==> config.mk <==
export PLATFORM = sky130hd
export DESIGN_NAME = coal_store_buf
export DESIGN_NICKNAME = d
export VERILOG_FILES = /design/src/rtl/csb_pkg.sv /design/src/rtl/csb_tag_match.sv /design/src/rtl/csb_free_pick.sv /design/src/rtl/coal_store_buf.sv
export SDC_FILE = /design/constraint.sdc
export NUM_CORES = 2
export LEC_CHECK = 0
export ABC_CLOCK_PERIOD_IN_PS = 16350
export BUFFER_PORTS_ARGS = -buffer_cell sky130_fd_sc_hd__clkbuf_2
export CELL_PAD_IN_SITES_DETAIL_PLACEMENT = 1
export CELL_PAD_IN_SITES_GLOBAL_PLACEMENT = 1
export CORE_ASPECT_RATIO = 2
export CORE_UTILIZATION = 40
export DETAILED_ROUTE_END_ITERATION = 10
export GPL_TIMING_DRIVEN = 1
export PLACE_DENSITY = 0.73
export SLEW_MARGIN = 15
export SYNTH_ARGS = -nofsm -noshare
export SYNTH_HDL_FRONTEND = slang
export SYNTH_SLANG_ARGS = --single-unit
==> constraint.sdc <==
create_clock -name clk -period 16.35 [get_ports clk]
set_clock_uncertainty 0.2 [all_clocks]
set_input_delay 0.8175 -clock clk [delete_from_list [all_inputs] [get_ports clk]]
set_output_delay 0.8175 -clock clk [all_outputs]
set_load 0.05 [all_outputs]
==> src/rtl/csb_pkg.sv <==
`timescale 1ns/1ps
package csb_pkg;
  typedef struct packed {
    logic rd;
    logic wr;
  } csb_spec_t;
endpackage

==> src/rtl/csb_tag_match.sv <==
`timescale 1ns/1ps
module csb_tag_match #(
  parameter int N = 8,
  parameter int W = 26
) (
  input  logic [N-1:0] valid,
  input  logic [W-1:0] tags [N],
  input  logic [W-1:0] key,
  output logic [N-1:0] hit
);
  for (genvar i = 0; i < N; i++) begin : g_cmp
    assign hit[i] = valid[i] && (tags[i] == key);
  end
endmodule

==> src/rtl/csb_free_pick.sv <==
`timescale 1ns/1ps
module csb_free_pick #(
  parameter int N = 8
) (
  input  logic [N-1:0] valid,
  output logic [N-1:0] free_oh,
  output logic         any_free
);
  always_comb begin
    free_oh  = '0;
    any_free = 1'b0;
    for (int i = 0; i < N; i++) begin
      if (!valid[i] && !any_free) begin
        free_oh[i] = 1'b1;
        any_free   = 1'b1;
      end
    end
  end
endmodule

==> src/rtl/coal_store_buf.sv <==
`timescale 1ns/1ps
module coal_store_buf
  import csb_pkg::*;
#(
  parameter int ENTRIES    = 8,
  parameter int LINE_W     = 26,
  parameter int LINE_BYTES = 8
) (
  input  logic                    clk,
  input  logic                    rst,
  input  logic                    st_valid,
  input  logic                    st_l1_hit,
  input  logic [LINE_W-1:0]       st_line,
  input  logic [LINE_BYTES*8-1:0] st_data,
  input  logic [LINE_BYTES-1:0]   st_be,
  input  logic                    st_spec_rd,
  input  logic                    st_spec_wr,
  output logic                    st_stall,
  input  logic                    grant_valid,
  input  logic [LINE_W-1:0]       grant_line,
  output logic                    drain_valid,
  output logic [LINE_W-1:0]       drain_line,
  output logic [LINE_BYTES*8-1:0] drain_data,
  output logic [LINE_BYTES-1:0]   drain_be,
  output logic                    drain_spec_rd,
  output logic                    drain_spec_wr,
  output logic                    sb_empty,
  output logic                    sb_full
);
  localparam int DATA_W = LINE_BYTES * 8;

  logic [ENTRIES-1:0]    valid_q;
  logic [LINE_W-1:0]     tag_q  [ENTRIES];
  logic [DATA_W-1:0]     data_q [ENTRIES];
  logic [LINE_BYTES-1:0] be_q   [ENTRIES];
  csb_spec_t             spec_q [ENTRIES];

  logic [ENTRIES-1:0] st_match, gr_match, free_oh, alloc_en, wr_en, drain_hit;
  logic               any_free, full_now, st_take, st_new;

  logic [DATA_W-1:0]     view_data [ENTRIES];
  logic [LINE_BYTES-1:0] view_be   [ENTRIES];
  csb_spec_t             view_spec [ENTRIES];

  logic [DATA_W-1:0]     sel_data;
  logic [LINE_BYTES-1:0] sel_be;
  csb_spec_t             sel_spec;

  csb_tag_match #(.N(ENTRIES), .W(LINE_W)) u_st_cam (
    .valid(valid_q), .tags(tag_q), .key(st_line), .hit(st_match)
  );

  csb_tag_match #(.N(ENTRIES), .W(LINE_W)) u_gr_cam (
    .valid(valid_q), .tags(tag_q), .key(grant_line), .hit(gr_match)
  );

  csb_free_pick #(.N(ENTRIES)) u_free (
    .valid(valid_q), .free_oh(free_oh), .any_free(any_free)
  );

  assign full_now  = ~any_free;
  assign st_take   = st_valid && !st_l1_hit;
  assign st_new    = st_take && !(|st_match) && !full_now;
  assign st_stall  = st_take && !(|st_match) && full_now;
  assign alloc_en  = st_new ? free_oh : '0;
  assign wr_en     = (st_take ? st_match : '0) | alloc_en;
  assign drain_hit = grant_valid ? gr_match : '0;
  assign sb_full   = full_now;
  assign sb_empty  = ~(|valid_q);

  // Per-entry view after this cycle's store (fresh slot starts cleared)
  always_comb begin
    for (int i = 0; i < ENTRIES; i++) begin
      view_be[i]      = alloc_en[i] ? '0 : be_q[i];
      view_data[i]    = alloc_en[i] ? '0 : data_q[i];
      view_spec[i]    = alloc_en[i] ? '0 : spec_q[i];
      if (wr_en[i]) begin
        view_be[i]      = view_be[i] | st_be;
        view_spec[i].rd = view_spec[i].rd | st_spec_rd;
        view_spec[i].wr = view_spec[i].wr | st_spec_wr;
        for (int b = 0; b < LINE_BYTES; b++) begin
          if (st_be[b]) view_data[i][b*8 +: 8] = st_data[b*8 +: 8];
        end
      end
    end
  end

  // One entry per line, so at most one drain_hit bit is set
  always_comb begin
    sel_data = '0;
    sel_be   = '0;
    sel_spec = '0;
    for (int i = 0; i < ENTRIES; i++) begin
      if (drain_hit[i]) begin
        sel_data = sel_data | view_data[i];
        sel_be   = sel_be | view_be[i];
        sel_spec = sel_spec | view_spec[i];
      end
    end
  end

  always_ff @(posedge clk) begin
    if (rst) begin
      valid_q <= '0;
    end else begin
      for (int i = 0; i < ENTRIES; i++) begin
        if (drain_hit[i])     valid_q[i] <= 1'b0;
        else if (alloc_en[i]) valid_q[i] <= 1'b1;
      end
    end
  end

  always_ff @(posedge clk) begin
    for (int i = 0; i < ENTRIES; i++) begin
      if (alloc_en[i]) tag_q[i] <= st_line;
      if (wr_en[i]) begin
        data_q[i] <= view_data[i];
        be_q[i]   <= view_be[i];
        spec_q[i] <= view_spec[i];
      end
    end
  end

  always_ff @(posedge clk) begin
    if (rst) drain_valid <= 1'b0;
    else     drain_valid <= |drain_hit;
  end

  always_ff @(posedge clk) begin
    if (|drain_hit) begin
      drain_line    <= grant_line;
      drain_data    <= sel_data;
      drain_be      <= sel_be;
      drain_spec_rd <= sel_spec.rd;
      drain_spec_wr <= sel_spec.wr;
    end
  end
endmodule

# Yosys cells after proc, flatten, opt, wreduce, memory -nomap -nowiden
# Memories as Yosys holds them, arrays and structs flattened.
# Index checks and enable logic that the tools add are counted.
[classes] reduce_logical=53 n_mux=170 n_bitwise=48 n_eq_ne=16
[ops] op="$mux W64" count=24
[ops] op="$mux W8" count=91
[ops] op="$or A64 B64 Y64" count=7
[ops] op="$eq A26 B26 Y1" count=16
[ops] op="$or A8 B8 Y8" count=16
[ops] op="$mux W2" count=24
[ops] op="$mux W1" count=31
[ops] op="$logic_and A1 B1 Y1" count=27
[ops] op="$reduce_or A8 Y1" count=3
[ops] op="$or A1 B1 Y1" count=16
[ops] op="$reduce_or A2 Y1" count=8
[ops] op="$logic_not A1 Y1" count=15
[ops] op="$or A2 B2 Y2" count=7
[ops] op="$not A1 Y1" count=2
[totals] ram_bits=592 input_bits=131 output_inout_bits=104 n_memories=3 elab_cells=312 ff_bits=317
[memory_table] memory="data_q" words=8 width=64 read_ports=8 rd_ports_with_merged_regs=0 write_ports=8 line_no="coal_store_buf.sv:34" rtl="logic [DATA_W-1:0] data_q [ENTRIES];"
[memory_table] memory="be_q" words=8 width=8 read_ports=8 rd_ports_with_merged_regs=0 write_ports=8 line_no="coal_store_buf.sv:35" rtl="logic [LINE_BYTES-1:0] be_q [ENTRIES];"
[memory_table] memory="spec_q" words=8 width=2 read_ports=8 rd_ports_with_merged_regs=0 write_ports=8 line_no="coal_store_buf.sv:36" rtl="csb_spec_t spec_q [ENTRIES];"

# Longest topological paths before layout
[logic_depth] ltp_word=41 mapped_depth=15 depth_no_buf=12

# By module
# From an unflattened synthesis, not the netlist that was laid out.
[unflattened] cells_unflattened=3694 hier_area_um2=45287.2
[modules_own_cells] mod="coal_store_buf" seq_area_each_um2=27206.1 area_each_um2=39988.4 n_inst=1 cells_per_inst=3069
[modules_own_cells] mod="csb_tag_match" seq_area_each_um2=0.0 area_each_um2=2612.5 n_inst=2 cells_per_inst=306
[modules_own_cells] mod="csb_free_pick" seq_area_each_um2=0.0 area_each_um2=73.8 n_inst=1 cells_per_inst=13

# Least setup slack after synthesis
# No wires, ideal clock.
[synth_path] kind="input to register" from="in st_line[17]" to="mem data_q[0][152] (netlist bit), data pin" setup_time_ns=0.132 arrival_time_ns=6.398 path_buffers=2 slack_ns=9.621 required_ns=16.018 stages=10 cell_sequence="buf_2 -> xnor2_1 -> nand4_1 -> or4_4 -> nor4_4 -> a21oi_1 -> nor2_1 -> and2_1 -> clkbuf_1 -> a22o_1"
[synth_rtl] item="from (decl)" line_no="coal_store_buf.sv:13" rtl="input logic [LINE_W-1:0] st_line,"
[synth_rtl] item="to (decl)" line_no="coal_store_buf.sv:34"

# Worst setup path after layout
[layout_path] from="in st_line[18]" to="reg drain_data[59], data pin"
[layout_via] elab_chain_cells=25 word_cells_on_any_way=62 cone_classes="eq/ne (8); mux (34); bitwise (8); reduce/logical (12)"
[layout_rtl] item="$eq A26 B26 Y1" line_no="csb_tag_match.sv:12" rtl="assign hit[i] = valid[i] && (tags[i] == key);"
[layout_rtl] item="$logic_and A1 B1 Y1" line_no="csb_tag_match.sv:12"
[layout_rtl] item="$reduce_or A8 Y1" line_no="coal_store_buf.sv:63" rtl="assign st_new = st_take && !(|st_match) && !full_now;"
[layout_rtl] item="$logic_not A1 Y1" line_no="coal_store_buf.sv:63"
[layout_rtl] item="$logic_and A1 B1 Y1 (2 in a row)" line_no="coal_store_buf.sv:63"
[layout_rtl] item="$mux W8" line_no="coal_store_buf.sv:65" rtl="assign alloc_en = st_new ? free_oh : '0;"
[layout_rtl] item="$mux W64" line_no="coal_store_buf.sv:75" rtl="view_data[i] = alloc_en[i] ? '0 : data_q[i];"
[layout_rtl] item="$mux W8" line_no="coal_store_buf.sv:82" rtl="if (st_be[b]) view_data[i][b*8 +: 8] = st_data[b*8 +: 8];"
[layout_rtl] item="[... 9 more ...]"
[layout_rtl] item="$mux W64" line_no="coal_store_buf.sv:94" rtl="if (drain_hit[i]) begin"
[layout_rtl] item="$or A64 B64 Y64" line_no="coal_store_buf.sv:95" rtl="sel_data = sel_data | view_data[i];"
[layout_rtl] item="$mux W64" line_no="coal_store_buf.sv:94"
[layout_rtl] item="$or A64 B64 Y64" line_no="coal_store_buf.sv:95"
[layout_rtl] item="$mux W64" line_no="coal_store_buf.sv:94"
[layout_rtl] item="$or A64 B64 Y64" line_no="coal_store_buf.sv:95"
[layout_rtl] item="$mux W64 *" line_no="coal_store_buf.sv:94"
[layout_rtl] item="net sel_data[59]" line_no="coal_store_buf.sv:45" rtl="logic [DATA_W-1:0] sel_data;"
[layout_rtl] item="to (signal assigned)" line_no="coal_store_buf.sv:132" rtl="drain_data <= sel_data;"
[layout_rtl] item="to (decl)" line_no="coal_store_buf.sv:23" rtl="output logic [LINE_BYTES*8-1:0] drain_data,"
# The timed path passes the listed nets; every way through them passes the cells marked *.
# A chain may end at the register's enable or synchronous reset.

==> metrics.md <==
| Metric | Value |
|---|---|
| Fin cells | `5,292` |
| Global route overflow | `0` |
| Number of flops mapped to enable cells by yosys | `900` |
| Worst Tran Pin Value | `1.34 ns` |
| Data required time at the worst endpoint | `around 17 ns` |
| Clk buf depth | `3` |
| CTS HTree Levels | `3` |
| Synth warnings | `0` |
| Die Span X | `around 240 µm` |
| Critical path's top delay family | `simple AND/OR/NAND/NOR gates` |
| Area leader, netlist | `edfxtp_1` |
| Syn Std Cell Area | `44,700 µm²` |
| CTS clk-pin slew, worst paths | `around 0.07 ns` |
| Mapped Nets | `3,708` |
| Synthesized instance count | `between 3,000 and 4,000` |
| Post-Syn Area per Cell | `12.5 µm²` |
| Synth async-reset ratio | `0%` |
| Setup Crit Path Kind | `primary input to register` |
| Synth Register Bits | `just over 900` |
| Top cell type's share of synthesized area | `around 61%` |
| Final wirelength | `between 150 and 200 mm` |
| First-pass GRT wire length | `roughly 280 mm` |
| Setup TNS | `0 ns` |
| Period minus WS final | `around 6.6 ns` |
| # DRC | `0` |
| DRT iter0 DRCs | `4,541` |
| Initial core utilization | `about two fifths` |
| Worst skew pair latency | `a little over 0.7 ns` |
| CP Capture Type | `register` |
| Unique cell type count in the Yosys netlist | `a little over 70` |
| Num CTS Buffers | `slightly above 80` |
| # clock sinks | `909` |
| Final antenna-violating net count | `0` |
| HP Class | `primary input to register` |
| Crit path max fanout | `42` |
| Core Rows | `between 150 and 200` |
| Layout overhead on the synthesized area | `13.0%` |
| PortBufs | `between 200 and 250` |
| # hold bufs at CTS | `0` |
| Ys flop type | `edfxtp_1` |
| CORE AREA | `~110,000 µm²` |
| Routed WL per cell | `37.6 µm` |
| Drt first pass iters | `9` |
| Die area | `about 110,000 µm²` |
| Synth cell count leaders | `900 x edfxtp_1, 386 x nand2_1, 354 x a22o_1` |
| GRT Total Usage | `between 30% and 40%` |
| Fin nets | `roughly 3,900` |
| Share of layout cells above drive strength 1 | `around 14%` |
| Critical path's slowest cell | `xor2_1` |
| Setup violations, final | `0` |
| Most frequent cell after synthesis | `edfxtp_1` |
| PwrDens | `between 90 and 100 nW/µm²` |
| Slew Limit Fails | `0` |
| CP Launch Type | `primary input` |
| Worst Reg2Reg Path Length in Cells | `11` |
| WP depth | `13` |
| Vias in the first global route | `around 36,000` |
| Post-Place Cells | `5,127` |
| Placer's final routability congestion estimate | `about 1.1` |
| Vias | `~36,000` |
| Util after Layout | `45.5%` |
| Hold Fails Final Rpt | `0` |
| VDD IR max | `around 77 µV` |
| Max Clock Freq | `approximately 150 MHz` |
| Arrival time worst endpoint | `a little under 7 ns` |
| Die Y | `about 470 µm` |
| Outcome | `finished, final reports clean` |
| Largest net degree at the start of global routing | `69` |
| Root Buffer | `clkbuf_16` |
| DP Wirelength | `135 mm` |
| TritonCTS clock tree | `yes` |
| Sequential share of the synthesized area | `between 60% and 70%` |
| Hold depth | `2` |
| Synth top area cells | `edfxtp_1 61%, a22o_1 6.9%, xnor2_1 4.6%` |
| Worst path buffer plus inverter count | `3` |
| Slew Limit Headroom | `about a tenth` |
| Routed vias/inst | `around 6.7` |
| Leakage | `16.4 nW` |
| Max-cap violation count | `0` |
| CP max stage delay | `0.99 ns` |
| Final period util | `between 40 and 50%` |
| Initial antenna violation count | `22` |
| Post-CTS Resized | `0` |
| RSZ-0062 raised after global routing | `no` |
| Critical Path, Cell by Cell | `clkbuf_2, xor2_1, nor4_1, nand4_1, or4_1, nand3b_1, nor3_4, a21oi_2, inv_4, buf_4, a21oi_1, a221oi_1, o2111ai_1` |
| Boundary pin count | `between 200 and 250` |
| Setup bufs post-CTS | `0` |
## worst paths after layout
check                                           start  slack [ns]                       end
worst max-delay path                      st_line[18]        9.77  drain_data[59]$_DFFE_PP_
worst min-delay path                              rst        0.26    drain_valid$_SDFF_PP0_
worst max register to register   tag_q[154]$_DFFE_PP_        9.82  data_q[0][101]$_DFFE_PN_
worst min register to register  be_q[1][11]$_DFFE_PN_        0.36     be_q[1][11]$_DFFE_PN_
## per-stage QoR
step / setup WS, ns / power, mW / hold WS, ns / instance area [µm²]
floorplan: 9.62 / 2.76 / 0.292 / 44700
global placement: 9.70 / 2.88 / 0.326 / 47500
detailed placement: 9.59 / 2.89 / 0.336 / 47500
CTS: 10.30 / 4.89 / 0.234 / 50200
global route: 9.82 / 4.98 / 0.278 / 50400
finish: 9.77 / 4.90 / 0.258 / 50400
## placed cells by master (no fill, tap or decap), types with 48 or more instances in the layout
cell type | synthesis | routed
a22o_1 | 354 | 354
nand4_1 | 81 | 81
buf_4 | 3 | 101
o21ai_0 | 123 | 123
clkbuf_16 | 0 | 85
a21oi_1 | 99 | 98
nor4_1 | 58 | 53
xor2_1 | 179 | 174
clkbuf_2 | 0 | 234
nand3_1 | 126 | 126
nor2_1 | 75 | 66
a32o_1 | 48 | 48
o2111ai_1 | 50 | 50
a222oi_1 | 66 | 66
nand2_1 | 386 | 381
xnor2_1 | 237 | 229
edfxtp_1 | 900 | 900
a22oi_1 | 116 | 116
a21o_1 | 52 | 50
## registers in the layout (all words and copies together), names as in the netlist
| register | flops |
|---|---|
| be_q | 64 |
| data_q | 512 |
| drain_be | 8 |
| drain_data | 64 |
| drain_line | 26 |
| drain_spec_rd | 1 |
| drain_spec_wr | 1 |
| drain_valid | 1 |
| spec_q | 16 |
| tag_q | 208 |
| valid_q | 8 |
## power breakdown
group          internal [mW]  leakage, nW  switching, mW
Clock                   1.09         1.30          0.953
Combinational         0.0712         8.12          0.214
Sequential              2.56         7.00         0.0133
Total                   3.71         16.4           1.18
## routing by layer
metal / routed length, µm / GRT usage [%]
met5: 139 / 0
met4: 20400 / 31.7
met3: 16100 / 8.68
met2: 99400 / 59.9
met1: 62800 / 35.1
## cell families after synthesis
logic type	share of synthesized area, %
xor+xnor	8.16
mux	0.367
compound gates	19.1
flops	60.9
buf+inv	2.86
simple gates	8.65
## area by class of cell
class / count / area (µm²)
clock buffers: 101 / 2190
clock inverters: 48 / 497
diodes: 10 / 25.0
well taps: 1487 / 1860
inverters: 53 / 209
flip-flops and latches: 909 / 27200
fillers: 11472 / 60400
repair buffers: 341 / 2010
multi-input cells: 2343 / 16500
Power figures use the tool's default switching activity.
